File: config.mk
export PLATFORM = sky130hd
export DESIGN_NAME = trig_coinc_unit
export DESIGN_NICKNAME = d
export VERILOG_FILES = /design/src/rtl/trig_coinc_pkg.sv /design/src/rtl/trig_cfg_regs.sv /design/src/rtl/trig_src_combine.sv /design/src/rtl/trig_delay_line.sv /design/src/rtl/trig_coinc_unit.sv
export SDC_FILE = /design/constraint.sdc
export NUM_CORES = 1
export LEC_CHECK = 0
export ABC_CLOCK_PERIOD_IN_PS = 2400
export BUFFER_PORTS_ARGS = -buffer_cell sky130_fd_sc_hd__buf_2
export CORE_MARGIN = 1
export CORE_UTILIZATION = 40
export CTS_BUF_LIST = sky130_fd_sc_hd__clkbuf_16
export CTS_CLUSTER_DIAMETER = 60
export DETAILED_ROUTE_END_ITERATION = 7
export GPL_TIMING_DRIVEN = 0
export PLACE_DENSITY = 0.62
export SKIP_CTS_REPAIR_TIMING = 1
export SYNTH_ARGS = -nofsm -noshare
export SYNTH_HDL_FRONTEND = slang
export SYNTH_HIERARCHICAL = 1
export SYNTH_SLANG_ARGS = --single-unit
export TNS_END_PERCENT = 5
File: constraint.sdc
create_clock -name clk -period 2.4 [get_ports clk]
set_input_delay 0.12 -clock clk [delete_from_list [all_inputs] [get_ports clk]]
set_output_delay 0.12 -clock clk [all_outputs]
set_load 0.01 [all_outputs]
File: src/rtl/trig_coinc_pkg.sv
package trig_coinc_pkg;
    localparam int NUM_SRC    = 5;   // four channels plus external
    localparam int OR_LSB     = 0;   // any-of group position in the source word
    localparam int AND_LSB    = 8;   // all-of group position in the source word
    localparam int CFG_DATA_W = 16;
    localparam int CFG_ADDR_W = 2;

    typedef enum logic [CFG_ADDR_W-1:0] {
        ADDR_SRC = 2'd0,
        ADDR_EN  = 2'd1,
        ADDR_DLY = 2'd2
    } cfg_addr_e;
endpackage

File: src/rtl/trig_cfg_regs.sv
module trig_cfg_regs
    import trig_coinc_pkg::*;
#(
    parameter int DLY_W = 8
) (
    input  logic                  clk,
    input  logic                  rst_n,
    input  logic                  we,
    input  logic [CFG_ADDR_W-1:0] addr,
    input  logic [CFG_DATA_W-1:0] wdata,
    output logic [NUM_SRC-1:0]    or_sel,
    output logic [NUM_SRC-1:0]    and_sel,
    output logic                  en,
    output logic [DLY_W-1:0]      dly
);
    typedef struct packed {
        logic [NUM_SRC-1:0] or_sel;
        logic [NUM_SRC-1:0] and_sel;
        logic               en;
        logic [DLY_W-1:0]   dly;
    } cfg_t;

    cfg_t cfg_d, cfg_q;

    // wdata bits outside the decoded fields are dropped on purpose
    logic unused_wdata;
    assign unused_wdata = ^wdata;

    always_comb begin
        cfg_d = cfg_q;
        if (we) begin
            case (cfg_addr_e'(addr))
                ADDR_SRC: begin
                    cfg_d.or_sel  = wdata[OR_LSB  +: NUM_SRC];
                    cfg_d.and_sel = wdata[AND_LSB +: NUM_SRC];
                end
                ADDR_EN:  cfg_d.en  = wdata[0];
                ADDR_DLY: cfg_d.dly = wdata[DLY_W-1:0];
                default:  cfg_d = cfg_q;
            endcase
        end
    end

    always_ff @(posedge clk) begin
        if (!rst_n) cfg_q <= '0;
        else        cfg_q <= cfg_d;
    end

    assign or_sel  = cfg_q.or_sel;
    assign and_sel = cfg_q.and_sel;
    assign en      = cfg_q.en;
    assign dly     = cfg_q.dly;
endmodule

File: src/rtl/trig_src_combine.sv
module trig_src_combine
    import trig_coinc_pkg::*;
(
    input  logic [NUM_SRC-1:0] hits,
    input  logic [NUM_SRC-1:0] or_sel,
    input  logic [NUM_SRC-1:0] and_sel,
    output logic               cond
);
    logic any_term;
    logic all_term;

    always_comb begin
        any_term = |(hits & or_sel);
        // an unselected input counts as satisfied; an empty set never matches
        all_term = (|and_sel) && (&(hits | ~and_sel));
        cond     = any_term | all_term;
    end
endmodule

File: src/rtl/trig_delay_line.sv
module trig_delay_line #(
    parameter int DLY_W = 8
) (
    input  logic             clk,
    input  logic             rst_n,
    input  logic             cond,
    input  logic             en,
    input  logic [DLY_W-1:0] dly,
    output logic [DLY_W-1:0] cnt,
    output logic             pulse
);
    typedef struct packed {
        logic             cond_prev;
        logic [DLY_W-1:0] cnt;
        logic             pulse;
    } dl_t;

    dl_t st_d, st_q;
    logic fire;

    always_comb begin
        st_d           = st_q;
        st_d.cond_prev = cond;
        st_d.pulse     = 1'b0;
        fire           = en && cond && !st_q.cond_prev;
        if (st_q.cnt != '0) begin
            st_d.cnt = st_q.cnt - 1'b1;
            if (st_q.cnt == DLY_W'(1)) st_d.pulse = 1'b1;
        end else if (fire) begin
            if (dly == '0) st_d.pulse = 1'b1;
            else           st_d.cnt   = dly;
        end
    end

    always_ff @(posedge clk) begin
        if (!rst_n) st_q <= '0;
        else        st_q <= st_d;
    end

    assign cnt   = st_q.cnt;
    assign pulse = st_q.pulse;
endmodule

File: src/rtl/trig_coinc_unit.sv
module trig_coinc_unit
    import trig_coinc_pkg::*;
#(
    parameter int DLY_W = 8
) (
    input  logic                  clk,
    input  logic                  rst_n,
    input  logic                  cfg_we,
    input  logic [CFG_ADDR_W-1:0] cfg_addr,
    input  logic [CFG_DATA_W-1:0] cfg_wdata,
    input  logic [3:0]            hit_ch,
    input  logic                  hit_ext,
    output logic                  trig_out
);
    logic [NUM_SRC-1:0] or_sel;
    logic [NUM_SRC-1:0] and_sel;
    logic               en_q;
    logic [DLY_W-1:0]   dly_q;
    logic [DLY_W-1:0]   cnt_q;
    logic               cond;
    logic [NUM_SRC-1:0] hits;

    assign hits = {hit_ext, hit_ch};

    trig_cfg_regs #(.DLY_W(DLY_W)) u_regs (
        .clk(clk), .rst_n(rst_n), .we(cfg_we), .addr(cfg_addr), .wdata(cfg_wdata),
        .or_sel(or_sel), .and_sel(and_sel), .en(en_q), .dly(dly_q)
    );

    trig_src_combine u_comb (
        .hits(hits), .or_sel(or_sel), .and_sel(and_sel), .cond(cond)
    );

    trig_delay_line #(.DLY_W(DLY_W)) u_dly (
        .clk(clk), .rst_n(rst_n), .cond(cond), .en(en_q), .dly(dly_q),
        .cnt(cnt_q), .pulse(trig_out)
    );
endmodule

# == Word-level counts from Yosys, hierarchy flattened ==
# Cells that the tools add are included.
# word_totals
input_bits,26
register_bits,29
# op_classes
n_addsub,1
eq_ne,4
mux,5
n_reduce_logical,15
bitwise_logic,4
# ops
op,n
9-bit 2-to-1 mux,2
5-bit OR reduction,2
8-bit by 1-bit == test with 1-bit output (second input constant),1
8-bit zero test,1
8-bit 2-to-1 mux,1
2-bit AND reduction,4
8-bit nonzero test,1
8-bit by 1-bit subtractor with 8-bit output (second input constant),1
5-bit AND,1
5-bit NOT,1
5-bit bitwise OR,1
5-bit AND reduction,1
1-bit logical AND,3
2-bit by 1-bit == test with 1-bit output (second input constant),1
2-bit == test (second input constant),1
2-bit zero test,1
1-bit 2-to-1 mux,2
2-bit by 1-bit != test with 1-bit output (second input constant),1
2-bit nonzero test,1
1-bit zero test,1
1-bit bitwise OR,1

# == Longest topological paths before layout ==
# Gate-level depths: netlist of run 1.
# logic_depth
ltp_word,9
depth_mapped,8
depth_no_buf,7

# == Hierarchy ==
# Netlist of run 1, hierarchy kept.
# modules_own_cells
mod,cells_per_inst,area_per_inst_um2,n_inst,seq_area_each_um2
trig_cfg_regs,78,753.2,1,380.4
trig_delay_line,77,691.9,1,200.2
trig_src_combine,14,78.8,1,0.0

# == Worst setup path after synthesis of run 1 ==
# OpenSTA, ideal clock, no wires.
# synth_path
kind,reg2reg
startpoint,"register u_regs.cfg_q, in the netlist u_regs/or_sel[0]"
endpoint,"register u_dly.st_q, in the netlist u_dly/cnt[7]"
synth_period_minus_slack_ps,1655
slack_ps,745
path_buffers,1
arrival_ps,1541
required_ps,2285
path_stages_with_launch,9
path_cell_list,dfxtp_1 a222oi_1 nand2_1 a31o_1 and3b_1 buf_2 a31oi_1 nor3_1 o21a_1
# synth_via
elab_chain_len,7
# synth_rtl
element,line,source
from (decl),trig_cfg_regs.sv:23,"cfg_t cfg_d, cfg_q;"
from (signal assigned),trig_cfg_regs.sv:46,else cfg_q <= cfg_d;
5-bit AND,trig_src_combine.sv:13,any_term = |(hits & or_sel);
5-bit OR reduction,trig_src_combine.sv:13,
1-bit bitwise OR,trig_src_combine.sv:16,cond = any_term | all_term;
named net cond,trig_coinc_unit.sv:20,logic cond;
1-bit logical AND (2 in series),trig_delay_line.sv:25,fire = en && cond && !st_q.cond_prev;
2-bit nonzero test (no line),n/a,
2-bit AND reduction (no line),n/a,
to (signal assigned),trig_delay_line.sv:37,else st_q <= st_d;
to (decl),trig_delay_line.sv:18,"dl_t st_d, st_q;"
# The timed path passes the listed nets, and every way through them passes these cells.
# A chain may end at the register's enable or synchronous reset.

# == Final worst setup path of run 1 ==
# Same ends and word-level chain as after synthesis.

==> metrics.cfg, run 1 <==
[placed_design]
port_buffers = 23
place_area_um2 = 1640
hpwl_mm = 2.44
dpl.cell_count = 230
place.gp.congestion = 0.764

[layout]
fin_cells = 238
syn_to_final_growth_pct = 23.5
regArea_um2 = 581
postLayoutCellArea_um2 = 1810
final_common_cell = nand2_1
multi_input_area_um2 = 800
drive_above_1_share_pct = 25.5
nFillCells = 319
finish.net_count = 220
num_antenna_cells = 0
final_core_util_pct = 52.9
layout_common_cells = nand2_1, dfxtp_1, buf_2

[yosys]
syn-cell-area_um2 = 1460
synth.avg_cell_area_um2 = 9.09
syn_inst = 161
synth_nets = 190
ys_warn_count = 6

[drt]
drc_errors = 0
ant_nets = 0
drtIter0Drc = 74
wire_per_inst_um = 13.5
dr.pass1.iters = 6
wirelength_mm = 3.22
via_count = 1234
vias_per_cell = 5.18

[critical_path]
crit_path_cell_trace = a222oi_1 -> nand2_1 -> a31o_1 -> and3b_1 -> buf_2 -> a31oi_1 -> nor3_1 -> o21a_1
critPathArrivalTime_ps = 1990
critPathBufInv = 1
cp-start-kind = flip-flop
crit_type = reg -> reg
worstPathMaxFanout = 10
required_ps = 2570
crit_family = compound AO/OA/AOI/OAI gates
critical-path-max-stage-delay_ps = 310
end_kind = flip-flop
critical_path.slowest_cell = dfxtp_1

[die]
row_count = 21
core_area_um2 = 3420
die_area_um2 = 3910
initial_utilization_pct = 42.9
ios = 27
dieHeight_um = 62.5
die-width_um = 62.5

[clock_network]
cts.sinks = 29
clkTransAtPathRegs_ps = 50
cts.path.max_buffers = 2
cts-root-buf = clkbuf_16
h-tree-depth = 2
numCtsBuffers = 5
cts_tree = yes
clk_latency_ps = 280

[sta]
finClkSkew_ps = 4.42
rsz0062_at_grt = no
setup_viol = 0
slew_headroom_pct = 78.6
tightestPinTransition_ps = 318
finalHoldViolations = 0
holdWs_ps = 88.7
post-route-min-period_ps = 1820
period_share_pct = 75.8
clock.fmax_mhz = 550
slew_viol_final = 0
finalSetupTns_ps = 0

[power]
ir_drop_v = 0.000510
p_per_area_nw_per_um2 = 1070
p_leak_nw = 0.764

[global_routing]
grt_pass1_wl_mm = 5.40
grt_pass1_vias = 1212
grt_use_total_pct = 18.0
grt_max_degree = 12
overflow = 0
antenna_found_initial = 0

[worst_hold_path]
hp-class = in -> reg

[job]
maxCapViolations = 0

[outcome]
status = completed

[state kept, by name (all words and copies together), names as in the netlist]
| name | cells |
|---|---|
| u_dly/cnt | 8 |
| u_dly/st_q | 1 |
| u_regs/en | 1 |
| u_regs/dly | 8 |
| u_dly/pulse | 1 |
| u_regs/or_sel | 5 |
| u_regs/and_sel | 5 |
[area by class of cell]
type / instances / area share, %
multi-input combinational: 116 / 44.2
clock inverter: 3 / 2.56
timing repair buffer: 23 / 6.37
tap: 46 / 3.18
buffer: 7 / 2.77
inverter: 9 / 1.87
clock buffer: 5 / 6.92
sequential: 29 / 32.1
[path summary, 6_finish.rpt]
kind | startpoint | to | slack (ps) | depth (start not counted)
worst max-delay path | u_regs/or_sel[0]$_SDFFE_PN0P_ | u_dly/cnt[7]$_SDFFE_PN0P_ | 580 | 8
worst min-delay path | cfg_wdata[5] | u_regs/dly[5]$_SDFFE_PN0P_ | 90 | 3
worst max register to register | u_regs/or_sel[0]$_SDFFE_PN0P_ | u_dly/cnt[7]$_SDFFE_PN0P_ | 580 | 8
worst min register to register | u_regs/or_sel[3]$_SDFFE_PN0P_ | u_regs/or_sel[3]$_SDFFE_PN0P_ | 470 | 2
[where the power goes]
part	total (mW)	internal, mW	switching, mW
logic	0.571	0.283	0.288
registers	0.636	0.556	0.0799
clock network	0.719	0.490	0.229
[per-stage QoR]
| step | total power, mW | setup slack (ps) |
|---|---|---|
| 4_1_cts | 1.94 | 590 |
| 6_report | 1.93 | 581 |
| 3_5_place_dp | 1.21 | 602 |
| 3_3_place_gp | 1.19 | 638 |
| 5_1_grt | 2.04 | 453 |
| 2_1_floorplan | 1.09 | 746 |
[routing by layer]
metal,track usage (%),part of all wire [%],up-vias
li1,-,-,622
met1,19.4,44,577
met2,32.6,51,31
met3,4.93,4.2,4
met4,7.85,1.2,0
met5,0,0,-
[worst reg2reg max path: stages, from the launching register on]
cell and delay, ps:
dfxtp_1 310, a222oi_1 300, nand2_1 110, a31o_1 220, and3b_1 190, buf_2 170
a31oi_1 180, nor3_1 60, o21a_1 170
Power figures use the tool's default switching activity.
==> inputs of run 2 (changes only) <==
--- a/config.mk
+++ b/config.mk
@@ -5,7 +5,7 @@
 export SDC_FILE = /design/constraint.sdc
 export NUM_CORES = 1
 export LEC_CHECK = 0
-export ABC_CLOCK_PERIOD_IN_PS = 2400
+export ABC_CLOCK_PERIOD_IN_PS = 1500
 export BUFFER_PORTS_ARGS = -buffer_cell sky130_fd_sc_hd__buf_2
 export CORE_MARGIN = 1
 export CORE_UTILIZATION = 40
@@ -13,7 +13,7 @@
 export CTS_CLUSTER_DIAMETER = 60
 export DETAILED_ROUTE_END_ITERATION = 7
 export GPL_TIMING_DRIVEN = 0
-export PLACE_DENSITY = 0.62
+export PLACE_DENSITY = 0.65
 export SKIP_CTS_REPAIR_TIMING = 1
 export SYNTH_ARGS = -nofsm -noshare
 export SYNTH_HDL_FRONTEND = slang
==> constraint.sdc (replaced) <==
create_clock -name clk -period 1.5 [get_ports clk]
set_input_delay 0.075 -clock clk [delete_from_list [all_inputs] [get_ports clk]]
set_output_delay 0.075 -clock clk [all_outputs]
set_load 0.01 [all_outputs]
==> metrics.cfg, run 2 (synthesis results as in run 1) <==
[sta]
finalHoldViolations = 0  ; unchanged
clock.fmax_mhz = 546  ; -0.59%
post-route-min-period_ps = 1830  ; +10.7 ps
slew_viol_final = 0  ; unchanged
setup_viol = 9  ; +9
finClkSkew_ps = 4.34  ; -0.0797 ps
rsz0062_at_grt = yes
setup_ws_ps = -330  ; -911 ps
slew_headroom_pct = 77.2  ; -1.4 points
finalSetupTns_ps = -2040  ; -2040 ps
period_share_pct = 122  ; +46 points
tightestPinTransition_ps = 342  ; +23.6 ps

[job]
maxCapViolations = 0  ; unchanged

[layout]
drive_above_1_share_pct = 25.0  ; -0.52 points
num_antenna_cells = 0  ; unchanged
nFillCells = 349  ; +9.4%
syn_to_final_growth_pct = 22.4
postLayoutCellArea_um2 = 1790  ; -0.90%
finish.net_count = 220  ; unchanged
fin_cells = 238  ; unchanged
layout_common_cells = nand2_1, dfxtp_1, buf_2
final_common_cell = nand2_1

[power]
ir_drop_v = 0.000556  ; +8.9%
p_per_area_nw_per_um2 = 1620  ; +52%
p_int_mw = 1.96  ; +47%
seq_power_share_pct = 35.9  ; +2.9 points
switching_share_pct = 32.4  ; +1.4 points
power_switching_mw = 0.937  ; +57%
p_comb_share_pct = 32.3  ; +2.6 points
p_leak_nw = 0.755  ; -1.2%
power.clock.fraction_pct = 31.8  ; -5.5 points
fin_total_pwr_mw = 2.90  ; +50%

[clock_network]
cts-root-buf = clkbuf_16
cts.path.max_buffers = 2  ; unchanged
clk_latency_ps = 270  ; about the same
h-tree-depth = 2  ; unchanged
cts_tree = yes
cts.sinks = 29  ; unchanged
clkTransAtPathRegs_ps = 50  ; about the same
numCtsBuffers = 5  ; unchanged

[critical_path]
required_ps = 1670  ; -900 ps
timing.rr.start = u_regs/or_sel[0]$_SDFFE_PN0P_
critPathArrivalTime_ps = 2000  ; about the same
end_kind = flip-flop
worstPathMaxFanout = 10  ; unchanged
crit_type = reg -> reg
startpoint = u_regs/or_sel[0]$_SDFFE_PN0P_
cp-start-kind = flip-flop

[die]
ios = 27  ; unchanged
initial_utilization_pct = 42.9  ; unchanged
row_count = 21  ; unchanged
dieHeight_um = 62.5  ; unchanged
die_area_um2 = 3910  ; unchanged
core_area_um2 = 3420  ; unchanged
die-width_um = 62.5  ; unchanged

[global_routing]
grt_max_degree = 12  ; unchanged
grt_pass1_vias = 1219  ; +0.58%
overflow = 0  ; unchanged
antenna_found_initial = 0  ; unchanged
grt_use_total_pct = 17.6  ; -0.40 points
grt_pass1_wl_mm = 5.35  ; -1.0%

[drt]
wirelength_mm = 3.15  ; -2.1%
dr.pass1.iters = 4  ; -2
via_count = 1238  ; +0.32%
ant_nets = 0  ; unchanged
wire_per_inst_um = 13.3  ; -2.1%
drc_errors = 0  ; unchanged
vias_per_cell = 5.20  ; +0.32%
drtIter0Drc = 83  ; +12%

[placed_design]
port_buffers = 23  ; unchanged
place.gp.congestion = 0.784  ; +2.6%
dpl.cell_count = 230  ; unchanged
hpwl_mm = 2.29  ; -6.3%
place_area_um2 = 1640  ; +0.38%

[worst_hold_path]
hp-class = in -> reg
worstHoldStart = cfg_wdata[12]

[outcome]
violations = negative setup slack
status = finished, violations left

run 2: final timing paths:
check / endpoint / slack (ps) / cells past startpoint
max: u_dly/cnt[7]$_SDFFE_PN0P_ / -330 / 8
min: u_regs/and_sel[4]$_SDFFE_PN0P_ / 40 / 3
max reg2reg: u_dly/cnt[7]$_SDFFE_PN0P_ / -330 / 8
min reg2reg: u_regs/or_sel[1]$_SDFFE_PN0P_ / 460 / 2
run 2: per-layer routing:
layer,up-vias,wire length (um),global-route usage [%]
met1,576,1460,20.9
met2,28,1530,28.0
met4,0,57,11.6
met3,7,101,4.38
li1,627,-,-
met5,-,0,0
run 2: power by group through the flow:
stage	sequential, mW	combinational, mW	clock, mW
after global routing	1.06	1.04	0.984
after floorplan	1.00	0.739	0
final	1.04	0.936	0.921
after global placement	1.03	0.876	0
after detailed placement	1.04	0.903	0
after CTS	1.02	0.909	0.935
run 2: cell type report:
| cell class | count | area, um^2 | share of cell area (%) |
|---|---|---|---|
| timing repair buffer | 23 | 115 | 6.42 |
| sequential | 29 | 581 | 32.4 |
| buffer | 7 | 56.3 | 3.14 |
| clock buffer | 5 | 125 | 6.98 |
| tap | 46 | 57.6 | 3.21 |
| inverter | 9 | 33.8 | 1.89 |
| multi-input combinational | 116 | 811 | 45.3 |
| clock inverter | 3 | 12.5 | 0.698 |
run 2: stage by stage:
step           hold slack, ps  setup slack [ps]  utilization [%]
2_1_floorplan             192              -126                -
3_3_place_gp              323              -278             48.1
3_5_place_dp              328              -291             48.1
4_1_cts                  40.0              -308             52.1
5_1_grt                  57.0              -490             52.5
6_report                 41.5              -330             52.5
run 2: critical path, cell delays in order (launching register included):
cell and delay [ps]:
dfxtp_1 310, a222oi_1 360, nand2_1 90, a31o_1 210, and3b_1 190, buf_6 140, a31oi_1 170, nor3_1 70
o21a_1 160
